--- src/rtl/vld_pkg.sv ---
package vld_pkg;

    typedef enum logic [1:0] {
        CODE_OP26 = 2'd0,
        CODE_OP34 = 2'd1,
        CODE_OP42 = 2'd2,
        CODE_NONE = 2'd3
    } slot_code_e;

    localparam int CODE_W   = 2;
    localparam int SIZE_W   = 6;
    localparam int HDR_BITS = 16;
    localparam int GRP_BITS = 8;
    localparam int FMT_FLAG = 2;

    function automatic logic [SIZE_W-1:0] code_to_size(input slot_code_e code);
        case (code)
            CODE_OP26: return SIZE_W'(26);
            CODE_OP34: return SIZE_W'(34);
            CODE_OP42: return SIZE_W'(42);
            default:   return SIZE_W'(0);
        endcase
    endfunction

endpackage

--- src/rtl/vld_slot_decode.sv ---
module vld_slot_decode
    import vld_pkg::*;
#(
    parameter int NSLOT = 5
) (
    input  logic [CODE_W*NSLOT-1:0] fmt,
    output logic [SIZE_W*NSLOT-1:0] slot_size,
    output logic [NSLOT-1:0]        slot_used
);

    for (genvar s = 0; s < NSLOT; s++) begin : g_slot
        slot_code_e code;
        assign code = slot_code_e'(fmt[CODE_W*s +: CODE_W]);
        assign slot_size[SIZE_W*s +: SIZE_W] = code_to_size(code);
        assign slot_used[s] = (code != CODE_NONE);
    end

endmodule

--- src/rtl/vld_len_sum.sv ---
module vld_len_sum
    import vld_pkg::*;
#(
    parameter int NSLOT  = 5,
    parameter int SPLIT  = 3,
    parameter int LEN_W  = 8,
    parameter int BYTE_W = 5,
    parameter int CNT_W  = 3
) (
    input  logic                    clk,
    input  logic                    rst_n,
    input  logic [SIZE_W*NSLOT-1:0] slot_size,
    input  logic [NSLOT-1:0]        slot_used,
    output logic [LEN_W-1:0]        len_bits,
    output logic [BYTE_W-1:0]       len_bytes,
    output logic [CNT_W-1:0]        used_cnt
);

    logic [LEN_W-1:0] acc;
    logic [CNT_W-1:0] cnt;

    always_comb begin
        acc = LEN_W'(HDR_BITS);
        cnt = '0;
        for (int s = 0; s < NSLOT; s++) begin
            if (slot_used[s]) begin
                acc = acc + LEN_W'(slot_size[SIZE_W*s +: SIZE_W]) - LEN_W'(FMT_FLAG);
                cnt = cnt + CNT_W'(1);
            end
        end
        if (cnt > CNT_W'(SPLIT)) begin
            acc = acc + LEN_W'(GRP_BITS);
        end
    end

    assign len_bits  = acc;
    assign len_bytes = acc[LEN_W-1:3];
    assign used_cnt  = cnt;

    // an instruction with no used slot is only its header
    p_empty_len_r4: assert property (@(posedge clk) disable iff (!rst_n)
        (used_cnt == '0) |-> (len_bits == LEN_W'(HDR_BITS)));

    // never more used slots than there are slots
    p_used_bound_r2: assert property (@(posedge clk) disable iff (!rst_n)
        used_cnt <= CNT_W'(NSLOT));

    // length is a whole number of bytes
    p_byte_aligned_r3: assert property (@(posedge clk) disable iff (!rst_n)
        len_bits[2:0] == 3'd0);

endmodule

--- src/rtl/vliw_len_decoder.sv ---
module vliw_len_decoder
    import vld_pkg::*;
#(
    parameter int          NSLOT = 5,
    parameter int          SPLIT = 3,
    parameter logic [15:0] SEED  = 16'h02AA,
    localparam int FW     = CODE_W * NSLOT,
    localparam int MAXLEN = HDR_BITS + NSLOT * 40 + GRP_BITS,
    localparam int LEN_W  = $clog2(MAXLEN + 1),
    localparam int BYTE_W = LEN_W - 3,
    localparam int CNT_W  = $clog2(NSLOT + 1)
) (
    input  logic                    clk,
    input  logic                    rst_n,
    input  logic                    tree_start,
    input  logic                    in_valid,
    input  logic [7:0]              in_byte,
    output logic                    in_ready,
    output logic [LEN_W-1:0]        len_bits,
    output logic [BYTE_W-1:0]       len_bytes,
    output logic [CNT_W-1:0]        used_slots,
    output logic [SIZE_W*NSLOT-1:0] slot_size,
    output logic [15:0]             fmt_word,
    output logic                    instr_done
);

    typedef struct packed {
        logic [FW-1:0]     fmt;
        logic [15:0]       word;
        logic [BYTE_W-1:0] pos;
        logic              done;
    } state_t;

    state_t st_d, st_q;
    logic [NSLOT-1:0] slot_used;
    logic             take;
    logic [15:0]      word_nx;

    vld_slot_decode #(.NSLOT(NSLOT)) u_slots (
        .fmt       (st_q.fmt),
        .slot_size (slot_size),
        .slot_used (slot_used)
    );

    vld_len_sum #(
        .NSLOT (NSLOT),
        .SPLIT (SPLIT),
        .LEN_W (LEN_W),
        .BYTE_W(BYTE_W),
        .CNT_W (CNT_W)
    ) u_sum (
        .clk       (clk),
        .rst_n     (rst_n),
        .slot_size (slot_size),
        .slot_used (slot_used),
        .len_bits  (len_bits),
        .len_bytes (len_bytes),
        .used_cnt  (used_slots)
    );

    assign in_ready = !tree_start;
    assign take     = in_valid && in_ready;

    always_comb begin
        st_d      = st_q;
        st_d.done = 1'b0;
        word_nx   = st_q.word;
        if (st_q.pos == BYTE_W'(0)) word_nx[7:0]  = in_byte;
        if (st_q.pos == BYTE_W'(1)) word_nx[15:8] = in_byte;
        if (tree_start) begin
            st_d.fmt = SEED[FW-1:0];
            st_d.pos = '0;
        end else if (take) begin
            st_d.word = word_nx;
            if (st_q.pos == len_bytes - BYTE_W'(1)) begin
                st_d.done = 1'b1;
                st_d.fmt  = word_nx[FW-1:0];
                st_d.pos  = '0;
            end else begin
                st_d.pos = st_q.pos + BYTE_W'(1);
            end
        end
    end

    always_ff @(posedge clk or negedge rst_n) begin
        if (!rst_n) begin
            st_q <= '{fmt: SEED[FW-1:0], word: '0, pos: '0, done: 1'b0};
        end else begin
            st_q <= st_d;
        end
    end

    assign fmt_word   = st_q.word;
    assign instr_done = st_q.done;

    // a tree start blocks the byte input
    p_start_blocks_r7: assert property (@(posedge clk) disable iff (!rst_n)
        tree_start |-> !in_ready);

    // the seed is in force right after a tree start, with no done pulse
    p_seed_reload_r7: assert property (@(posedge clk) disable iff (!rst_n)
        tree_start |=> (st_q.fmt == SEED[FW-1:0]) && !instr_done && (st_q.pos == '0));

    // done is a single-cycle pulse
    p_done_pulse_r6: assert property (@(posedge clk) disable iff (!rst_n)
        instr_done |=> !instr_done);

    // without an accepted byte nothing advances
    p_idle_hold_r8: assert property (@(posedge clk) disable iff (!rst_n)
        (!take && !tree_start) |=> $stable(st_q.pos) && $stable(fmt_word) && !instr_done);

    // the byte position stays inside the instruction
    p_pos_bound_r3: assert property (@(posedge clk) disable iff (!rst_n)
        st_q.pos < len_bytes);

endmodule

--- config.mk ---
export PLATFORM = sky130hd
export DESIGN_NAME = vliw_len_decoder
export DESIGN_NICKNAME = d
export VERILOG_FILES = /design/src/rtl/vld_pkg.sv /design/src/rtl/vld_slot_decode.sv /design/src/rtl/vld_len_sum.sv /design/src/rtl/vliw_len_decoder.sv
export SDC_FILE = /design/constraint.sdc
export NUM_CORES = 1
export LEC_CHECK = 0
export ABC_CLOCK_PERIOD_IN_PS = 11700
export BUFFER_PORTS_ARGS = -buffer_cell sky130_fd_sc_hd__buf_4
export CORE_AREA = 2 2 90 92
export CTS_BUF_LIST = sky130_fd_sc_hd__clkbuf_4 sky130_fd_sc_hd__clkbuf_8
export CTS_CLUSTER_DIAMETER = 60
export DETAILED_ROUTE_END_ITERATION = 16
export DIE_AREA = 0 0 92 94
export HOLD_SLACK_MARGIN = 0.05
export MAX_ROUTING_LAYER = met4
export PLACE_DENSITY = 0.78
export SLEW_MARGIN = 10
export SYNTH_ARGS = -nofsm -noshare
export SYNTH_HDL_FRONTEND = slang
export SYNTH_SLANG_ARGS = --single-unit
--- constraint.sdc ---
create_clock -name clk -period 11.7 [get_ports clk]
set_clock_uncertainty 0.15 [all_clocks]
set_input_delay 2.34 -clock clk [delete_from_list [all_inputs] [get_ports clk]]
set_output_delay 2.34 -clock clk [all_outputs]
set_load 0.01 [all_outputs]
==> out/qor.yml, run 1 <==
grt:
  grt_pass1_wl_mm: 15.8
  grt_antenna_before_repair: 0
  track_usage_pct: 22.8
  grt_pass1_vias: 3470
  grt_start_max_net_pins: 33
  overflow: 0
cts:
  cts_buffers: 5
  h-tree-depth: 2
  root_buffer: "clkbuf_8"
  cts.sinks: 32
  holdBufCountCts: 0
  cts_tree: "yes"
  cts_resized: 0
  insertion_delay_ns: 0.29
  cts_buffer_depth: 2
  clk_pin_slew_worst_paths_ns: 0.06
  post-cts-setup-buffers: 0
timing:
  min_period_over_period_pct: 86.8
  hold_violations: 0
  rsz0062_at_grt: "no"
  fmax_mhz: 98.5
  max_slew_margin_pct: 47.4
  setup_violations: 0
  period_minus_slack_ns: 10.15
  tightest_slew_ns: 0.789
  tns_ns: 0
  slew_violations: 0
setup_path:
  cp-end-kind: "output port"
  worstPathArrival_ns: 7.66
  regToRegEndpoint: "st_q[31]"
  critPathTopFamily: "adder cells"
  crit_buf_inv: 5
  crit_slowest_cell: "dfstp_2"
  r2r_slack_ns: 2.26
  crit_cells: 30
  crit_fanout: 5
  worstPathRequired_ns: 9.21
  worstRegToRegCells: 34
  critPathMaxStageDelay_ns: 0.57
  r2r-start: "st_q[23]"
  path_class: "register to output port"
  cpMostUsedCell: "ha_1"
  crit_end: "len_bits[7]"
  critPathLaunch: "st_q[23]"
  startpoint_type: "register"
die:
  initial_core_util_pct: 57.5
  ios: 76
  rows: 32
  core_area_sq_mm: 0.00761
  die_height_um: 94
  die_area_sq_mm: 0.00865
  die_x_um: 92
synth:
  synthArstFlopShare_pct: 100
  yosysWarnings: 0
  synth_cell_types: 77
  yosysTopAreaCellShare_pct: 18.0
  synth_area_sq_mm: 0.00438
  synth_common_cells: "inv_1, ha_1, buf_4, nor2_1, dfrtp_1"
  synth_cells: 498
  synth_most_common_cell: "inv_1"
  yosysTopAreaCell: "ha_1"
  synth_seq_cells: 32
  synth_edf_count: 0
  avgSynthCellArea_sq_um: 8.79
  synthTopCellsByArea: "ha_1, dfrtp_1, mux2_2, inv_1, buf_4"
  ys_seq_area_share_pct: 18.4
  ys.flop_type: "dfrtp_1"
layout:
  syn_to_final_growth_pct: 9.92
  layout.nets: 613
  fill_cells: 646
  diodes: 0
  layout-drive-gt1-share_pct: 24.3
place:
  port_buffers: 64
  hpwlAfterDp_mm: 7.52
  place.gp.congestion: 0.933
route:
  wl_per_cell_um: 14.3
  drt-total-wl_mm: 9.08
  drc: 0
  ant_nets: 0
  vias_per_cell: 5.64
  dr_total_vias: 3591
  dr.pass1.iters: 5
  drtIter0Drc: 203
flow_run:
  max_cap_viol_count: 0
run_status:
  status: "finished clean"
hold_path:
  worstHoldPathType: "register to register"
sequential cells by signal, summed over array words and instances, names as in the netlist:
signal / count
instr_done: 1
st_q: 15
fmt_word: 16
final cells by class:
| cell class | instances | area (sq um) | area share [%] |
|---|---|---|---|
| Multi-Input combinational cell | 358 | 3010 | 62.6 |
| Sequential cell | 32 | 807 | 16.8 |
| Timing Repair Buffer | 64 | 480 | 9.99 |
| Inverter | 73 | 274 | 5.70 |
| Tap cell | 102 | 128 | 2.65 |
| Clock buffer | 6 | 76.3 | 1.59 |
| Clock inverter | 2 | 35.0 | 0.728 |
layer usage:
metal / up-vias / track usage [%] / wire (um)
li1: 1767 / - / -
met1: 1679 / 28.3 / 3920
met2: 124 / 38.5 / 4340
met3: 21 / 2.41 / 569
met4: 0 / 8.46 / 257
met5: - / - / 0
stage by stage:
step	worst slack (ns)	util (%)	instance area, sq um	std cells	hold slack, ns
global placement	2.01	61.8	4700	629	0.343
global route	1.03	63.2	4810	637	0.383
CTS	1.54	63.2	4810	637	0.359
finish	1.55	63.2	4810	637	0.356
detailed placement	1.86	61.8	4700	629	0.344
floorplan	2.33	-	4410	508	0.331
worst reg2reg max path: cells and delay by family, from the launching register on:
| family | cells | cell delay (ns) |
|---|---|---|
| simple gates | 7 | 2.28 |
| buf+inv | 5 | 0.32 |
| compound gates | 7 | 1.20 |
| mux | 1 | 0.27 |
| flops | 1 | 0.57 |
| fa+ha+maj | 11 | 4.08 |
| xor+xnor | 3 | 0.50 |
how the worst min path moves through the flow:
stage	cells past startpoint	start	endpoint
2_1_floorplan	1	fmt_word[10]	fmt_word[10]
4_1_cts	1	fmt_word[12]	fmt_word[12]
3_5_place_dp	1	fmt_word[12]	fmt_word[12]
5_1_grt	1	fmt_word[11]	fmt_word[11]
3_3_place_gp	1	fmt_word[11]	fmt_word[11]
6_report	1	fmt_word[12]	fmt_word[12]
layout by cell type (no fill, tap or decap), types with 6 or more instances in the layout:
master    Yosys  layout
nand2_1      20      20
and2_1        6       6
nand3_1      14      14
nor2b_1       6       6
mux2i_1      16      16
nand2b_1      6       6
a21oi_1      18      18
ha_1         63      63
dfrtp_1      27      27
conb_1        1      11
a211oi_1      7       7
buf_4        34      64
xnor2_1      14      14
mux2_2       24      24
a211oi_2      6       6
inv_1        71      71
o21ai_0       8       8
nor2_1       32      32
nor3_1       10      10
kinds of logic (layout without fill, tap and decap cells):
| logic type | count (synthesis) | in the layout | synth area share [%] |
|---|---|---|---|
| XOR/XNOR | 22 | 22 | 5.35 |
| adder cells (fa/ha/maj) | 67 | 67 | 19.8 |
| flip-flops | 32 | 32 | 18.4 |
| AO/OA/AOI/OAI | 87 | 87 | 15.6 |
| buffers and inverters | 118 | 145 | 13.6 |
| other | 1 | 11 | 0.0857 |
| multiplexers | 41 | 41 | 10.4 |
| AND/OR/NAND/NOR | 130 | 130 | 16.6 |
Power of run 1 is not shown: default switching activity piles up to over one toggle a cycle in this logic, so the estimate is an artifact.
==> run 2, diff against run 1 <==
--- a/config.mk
+++ b/config.mk
@@ -5,16 +5,17 @@
 export SDC_FILE = /design/constraint.sdc
 export NUM_CORES = 1
 export LEC_CHECK = 0
+export ABC_AREA = 1
 export ABC_CLOCK_PERIOD_IN_PS = 11700
 export BUFFER_PORTS_ARGS = -buffer_cell sky130_fd_sc_hd__buf_4
-export CORE_AREA = 2 2 90 92
+export CORE_AREA = 2 2 87 89
 export CTS_BUF_LIST = sky130_fd_sc_hd__clkbuf_4 sky130_fd_sc_hd__clkbuf_8
 export CTS_CLUSTER_DIAMETER = 60
 export DETAILED_ROUTE_END_ITERATION = 16
-export DIE_AREA = 0 0 92 94
+export DIE_AREA = 0 0 89 91
 export HOLD_SLACK_MARGIN = 0.05
 export MAX_ROUTING_LAYER = met4
-export PLACE_DENSITY = 0.78
+export PLACE_DENSITY = 0.8
 export SLEW_MARGIN = 10
 export SYNTH_ARGS = -nofsm -noshare
 export SYNTH_HDL_FRONTEND = slang
==> run 2 against run 1 <==
Net effect: synthesized cell count grew 24%; global-route usage up 1.4 points; sequential cell count did not move; die area down 6.3%; final area is 5.0% lower; setup slack better by 0.53 ns; non-clock buffer count unchanged; critical path type unchanged; critical endpoint unchanged.
==> out/qor.yml, run 2 <==
run_status:
  status: "finished clean"  # unchanged
route:
  drtIter0Drc: 185  # was 203
  dr.pass1.iters: 7  # was 5
  drt-total-wl_mm: 8.99  # was 9.08 mm
  drc: 0  # unchanged
  wl_per_cell_um: 11.8  # was 14.3 um
  vias_per_cell: 5.06  # was 5.64
  dr_total_vias: 3837  # was 3591
  ant_nets: 0  # unchanged
die:
  die_height_um: 91  # was 94 um
  core_area_sq_mm: 0.00714  # was 0.00761 sq mm
  die_area_sq_mm: 0.00810  # was 0.00865 sq mm
  die_x_um: 89  # was 92 um
  ios: 76  # unchanged
  rows: 31  # was 32
  initial_core_util_pct: 57.9  # was 57.5%
setup_path:
  cpMostUsedCell: "inv_1"  # was ha_1
  r2r-start: "st_q[23]"  # unchanged
  crit_fanout: 5  # unchanged
  crit_buf_inv: 13  # was 5
  worstPathArrival_ns: 7.13  # was 7.66 ns
  critPathLaunch: "st_q[23]"  # unchanged
  critPathTopFamily: "adder cells"  # unchanged
  cp-end-kind: "output port"  # unchanged
  worstPathRequired_ns: 9.21  # about the same
  startpoint_type: "register"  # unchanged
  path_class: "register to output port"  # unchanged
  critPathMaxStageDelay_ns: 0.57  # about the same
  crit_slowest_cell: "dfstp_2"  # unchanged
cts:
  clk_pin_slew_worst_paths_ns: 0.07  # was 0.06 ns
  cts_buffer_depth: 2  # unchanged
  insertion_delay_ns: 0.29  # about the same
  h-tree-depth: 2  # unchanged
  holdBufCountCts: 0  # unchanged
  root_buffer: "clkbuf_8"  # unchanged
  cts_buffers: 5  # unchanged
  cts_tree: "yes"  # unchanged
  cts_resized: 0  # unchanged
  post-cts-setup-buffers: 0  # unchanged
  cts.sinks: 32  # unchanged
synth:
  ys_seq_area_share_pct: 19.5  # was 18.4%
  synth_cells: 620  # was 498
  synthArstFlopShare_pct: 100  # unchanged
  yosysTopAreaCellShare_pct: 19.1  # was 18.0%
  yosysTopAreaCell: "ha_1"  # unchanged
  yosysWarnings: 0  # unchanged
  synth_most_common_cell: "nand2_1"  # was inv_1
  ys.flop_type: "dfrtp_1"  # unchanged
  synth_edf_count: 0  # unchanged
  synth_seq_cells: 32  # unchanged
  synth_common_cells: "nand2_1, inv_1, nand3_1, ha_1, o21ai_0"  # was inv_1, ha_1, buf_4, nor2_1, dfrtp_1
  synth_cell_types: 38  # was 77
  synthTopCellsByArea: "ha_1, dfrtp_1, nand2_1, inv_1, nand3_1"  # was ha_1, dfrtp_1, mux2_2, inv_1, buf_4
  avgSynthCellArea_sq_um: 6.67  # was 8.79 sq um
  synth_area_sq_mm: 0.00413  # was 0.00438 sq mm
place:
  port_buffers: 64  # unchanged
  place.gp.congestion: 0.892  # was 0.933
  hpwlAfterDp_mm: 7.39  # was 7.52 mm
layout:
  diodes: 0  # unchanged
  postLayoutCoreUtil_pct: 64.0  # was 63.2%
  final_common_cell: "nand2_1"  # was inv_1
  most-common-layout-cells: "nand2_1, inv_1, nand3_1"  # was inv_1, buf_4, ha_1
  syn_to_final_growth_pct: 10.5  # was 9.92%
  largest_reg_flops: 16  # unchanged
  layout-drive-gt1-share_pct: 15.5  # was 24.3%
  layout.nets: 738  # was 613
timing:
  tightest_slew_ns: 0.858  # was 0.789 ns
  rsz0062_at_grt: "no"  # unchanged
  min_period_over_period_pct: 82.2  # was 86.8%
  fmax_mhz: 104  # was 98.5 MHz
  period_minus_slack_ns: 9.62  # was 10.15 ns
  tns_ns: 0  # unchanged
  hold_violations: 0  # unchanged
  setup_violations: 0  # unchanged
  slew_violations: 0  # unchanged
  max_slew_margin_pct: 42.6  # was 47.4%
grt:
  grt_start_max_net_pins: 33  # unchanged
  grt_pass1_wl_mm: 15.7  # was 15.8 mm
  grt_pass1_vias: 3682  # was 3470
  track_usage_pct: 24.2  # was 22.8%
  overflow: 0  # unchanged
  grt_antenna_before_repair: 0  # unchanged
hold_path:
  holdCritStartpoint: "fmt_word[11]"  # was fmt_word[12]
  worstHoldPathType: "register to register"  # unchanged
flow_run:
  max_cap_viol_count: 0  # unchanged
==> run 2: logic make-up after synthesis <==
family | Yosys count | share of synthesized area, %
adders and majority gates | 67 | 21.0
and+or+nand+nor | 278 | 29.6
AOI/OAI and AO/OA | 63 | 7.93
other | 1 | 0.0907
buffers and inverters | 164 | 18.3
DFF | 32 | 19.5
xor gates and xnor gates | 9 | 1.91
muxes | 6 | 1.63
==> run 2: cell type report <==
class                   count  area [sq um]
inverters                 122           459
fillers                   683          2570
well taps                  99           124
multi-input cells         434          2610
clock buffers               7          83.8
repair buffers             64           480
clock inverters             1          5.00
flip-flops and latches     32           807
==> run 2: final timing paths <==
kind	slack, ns	cells past startpoint	endpoint
max	2.08	40	len_bits[7]
max reg2reg	3.63	42	st_q[24]
min reg2reg	0.37	1	fmt_word[11]
min in group asynchronous	1.83	1	st_q[2]
max in group asynchronous	9.24	1	st_q[25]
min	0.37	1	fmt_word[11]
==> run 2: per-layer routing <==
layer	track usage [%]	wire [um]	part of all wire (%)
met1	31.0	4110	46
met2	39.5	4230	47
met3	3.73	482	5.4
met4	6.84	167	1.9
met5	-	0	0
==> run 2: stage by stage <==
step           setup WS [ns]  cell area [sq um]  instances  hold slack (ns)
6_report                2.08               4570        759            0.367
5_1_grt                 1.59               4570        759            0.381
4_1_cts                 2.11               4570        759            0.369
3_5_place_dp            2.42               4480        751            0.350
3_3_place_gp            2.69               4480        751            0.342
2_1_floorplan           2.82               4170        630            0.326
Power of run 2 is left out for the same reason.
==> run 3, diff against run 2 <==
--- a/config.mk
+++ b/config.mk
@@ -6,16 +6,16 @@
 export NUM_CORES = 1
 export LEC_CHECK = 0
 export ABC_AREA = 1
-export ABC_CLOCK_PERIOD_IN_PS = 11700
+export ABC_CLOCK_PERIOD_IN_PS = 8400
 export BUFFER_PORTS_ARGS = -buffer_cell sky130_fd_sc_hd__buf_4
-export CORE_AREA = 2 2 87 89
+export CORE_AREA = 2 2 92 94
 export CTS_BUF_LIST = sky130_fd_sc_hd__clkbuf_4 sky130_fd_sc_hd__clkbuf_8
 export CTS_CLUSTER_DIAMETER = 60
 export DETAILED_ROUTE_END_ITERATION = 16
-export DIE_AREA = 0 0 89 91
+export DIE_AREA = 0 0 94 96
 export HOLD_SLACK_MARGIN = 0.05
 export MAX_ROUTING_LAYER = met4
-export PLACE_DENSITY = 0.8
+export PLACE_DENSITY = 0.75
 export SLEW_MARGIN = 10
 export SYNTH_ARGS = -nofsm -noshare
 export SYNTH_HDL_FRONTEND = slang
==> constraint.sdc (replaced) <==
create_clock -name clk -period 8.4 [get_ports clk]
set_clock_uncertainty 0.15 [all_clocks]
set_input_delay 1.68 -clock clk [delete_from_list [all_inputs] [get_ports clk]]
set_output_delay 1.68 -clock clk [all_outputs]
set_load 0.01 [all_outputs]
==> run 3 against run 2 <==
Net effect: sequential cell count is the same; first-iteration DRC count shrank 6.5%; core utilization shrank 2.8 points; final area grew 7.8%; sequential share of layout area shrank 1.3 points; via count grew 2.4%; count of clock-buffer cells in the layout grew 1; critical path depth shrank 5; critical path type unchanged; die area grew 11%.
==> out/qor.yml, run 3 (synthesis results as in run 2) <==
hold_path:
  holdCritStartpoint: "st_q[29]"  # was fmt_word[11]
  worstHoldPathType: "register to register"  # unchanged
route:
  dr_total_vias: 3930  # was 3837
  drt-total-wl_mm: 9.69  # was 8.99 mm
  dr.pass1.iters: 4  # was 7
  vias_per_cell: 5.05  # was 5.06
  drc: 0  # unchanged
  drtIter0Drc: 173  # was 185
  wl_per_cell_um: 12.5  # was 11.8 um
  ant_nets: 0  # unchanged
run_status:
  status: "finished clean"  # unchanged
die:
  ios: 76  # unchanged
  die_area_sq_mm: 0.00902  # was 0.00810 sq mm
  die_x_um: 94  # was 89 um
  rows: 33  # was 31
  die_height_um: 96  # was 91 um
  initial_core_util_pct: 51.3  # was 57.9%
  core_area_sq_mm: 0.00805  # was 0.00714 sq mm
layout:
  fill_cells: 738  # was 683
  syn_to_final_growth_pct: 19.1  # was 10.5%
  final_common_cell: "nand2_1"  # unchanged
  layout.nets: 751  # was 738
  multi_input_area_sq_mm: 0.00284  # was 0.00261 sq mm
  layout-drive-gt1-share_pct: 24.8  # was 15.5%
  seqCellArea_sq_um: 808  # was 807 sq um
  largest_reg_flops: 16  # unchanged
  fin_cells: 778  # was 759
  diodes: 0  # unchanged
  most-common-layout-cells: "nand2_1, inv_1, buf_4"  # was nand2_1, inv_1, nand3_1
grt:
  grt_pass1_wl_mm: 16.5  # was 15.7 mm
  grt_antenna_before_repair: 0  # unchanged
  track_usage_pct: 22.9  # was 24.2%
  overflow: 0  # unchanged
  grt_start_max_net_pins: 33  # unchanged
  grt_pass1_vias: 3843  # was 3682
timing:
  max_slew_margin_pct: 45.7  # was 42.6%
  slew_violations: 0  # unchanged
  period_minus_slack_ns: 8.15
  hold_violations: 0  # unchanged
  tns_ns: 0  # unchanged
  setup_violations: 0  # unchanged
  fmax_mhz: 123
  min_period_over_period_pct: 97.0
  tightest_slew_ns: 0.812  # was 0.858 ns
cts:
  h-tree-depth: 2  # unchanged
  cts.sinks: 32  # unchanged
  insertion_delay_ns: 0.28  # was 0.29 ns
  root_buffer: "clkbuf_8"  # unchanged
  cts_buffer_depth: 2  # unchanged
  cts_tree: "yes"  # unchanged
  cts_buffers: 5  # unchanged
  clk_pin_slew_worst_paths_ns: 0.07  # about the same
setup_path:
  path_class: "register to output port"  # unchanged
  cp-end-kind: "output port"  # unchanged
  worstPathRequired_ns: 6.57  # was 9.21 ns
  worstPathArrival_ns: 6.32  # was 7.13 ns
  crit_fanout: 2  # was 5
  startpoint_type: "register"  # unchanged
  r2r_slack_ns: 0.97  # was 3.63 ns
  r2r-start: "st_q[25]"  # was st_q[23]
  critPathMaxStageDelay_ns: 0.53  # was 0.57 ns
  critPathLaunch: "st_q[25]"  # was st_q[23]
  crit_slowest_cell: "dfstp_2"  # unchanged
place:
  port_buffers: 64  # unchanged
  place.gp.congestion: 0.951  # was 0.892
  place_inst: 762  # was 751
  hpwlAfterDp_mm: 7.50  # was 7.39 mm
flow_run:
  max_cap_viol_count: 0  # unchanged
==> run 3: cell type report <==
class / count / share of cell area, %
Multi-Input combinational cell: 434 / 57.7
Inverter: 122 / 9.32
Clock buffer: 8 / 2.11
Tap cell: 105 / 2.67
Sequential cell: 32 / 16.4
Timing Repair Buffer: 77 / 11.7
==> run 3: per-layer routing <==
layer	global-route usage, %	share of wire (%)	wire (um)
met5	-	0	0
met4	6.64	1.9	181
met3	3.05	4.3	412
met2	40.2	48	4650
met1	27.8	46	4450
==> run 3: critical path: cells and delay by family (launching register included) <==
family                     cells  cell delay, ns
DFF                            1            0.53
AOI/OAI and AO/OA              1            0.18
and+or+nand+nor               13            1.34
adders and majority gates     10            3.31
buffers and inverters         10            0.55
xor gates and xnor gates       1            0.15
==> run 3: path summary, 6_finish.rpt <==
path | cells past startpoint | end
setup reg to reg | 37 | st_q[23]
hold reg to reg | 2 | st_q[29]
min in group asynchronous | 1 | fmt_word[9]
hold / removal | 2 | st_q[29]
max in group asynchronous | 1 | st_q[23]
setup / recovery | 35 | len_bytes[4]
==> run 3: through the flow <==
step | hold WS, ns | instance area [sq um] | util [%] | setup WS (ns)
detailed placement | 0.350 | 4520 | 56.2 | -0.0694
global placement | 0.343 | 4520 | 56.2 | 0.124
CTS | 0.362 | 4760 | 59.2 | 0.0170
finish | 0.359 | 4920 | 61.2 | 0.255
global route | 0.394 | 4920 | 61.2 | -0.0357
floorplan | 0.326 | 4170 | - | 0.177
==> run 3: what timing repair did <==
action	in CTS	in global routing
gates resized for setup	24	39
pin swaps	9	25
hold buffers	0	0
setup endpoints to repair	8	8
buffers inserted	5	3
Power of run 3 is left out for the same reason.
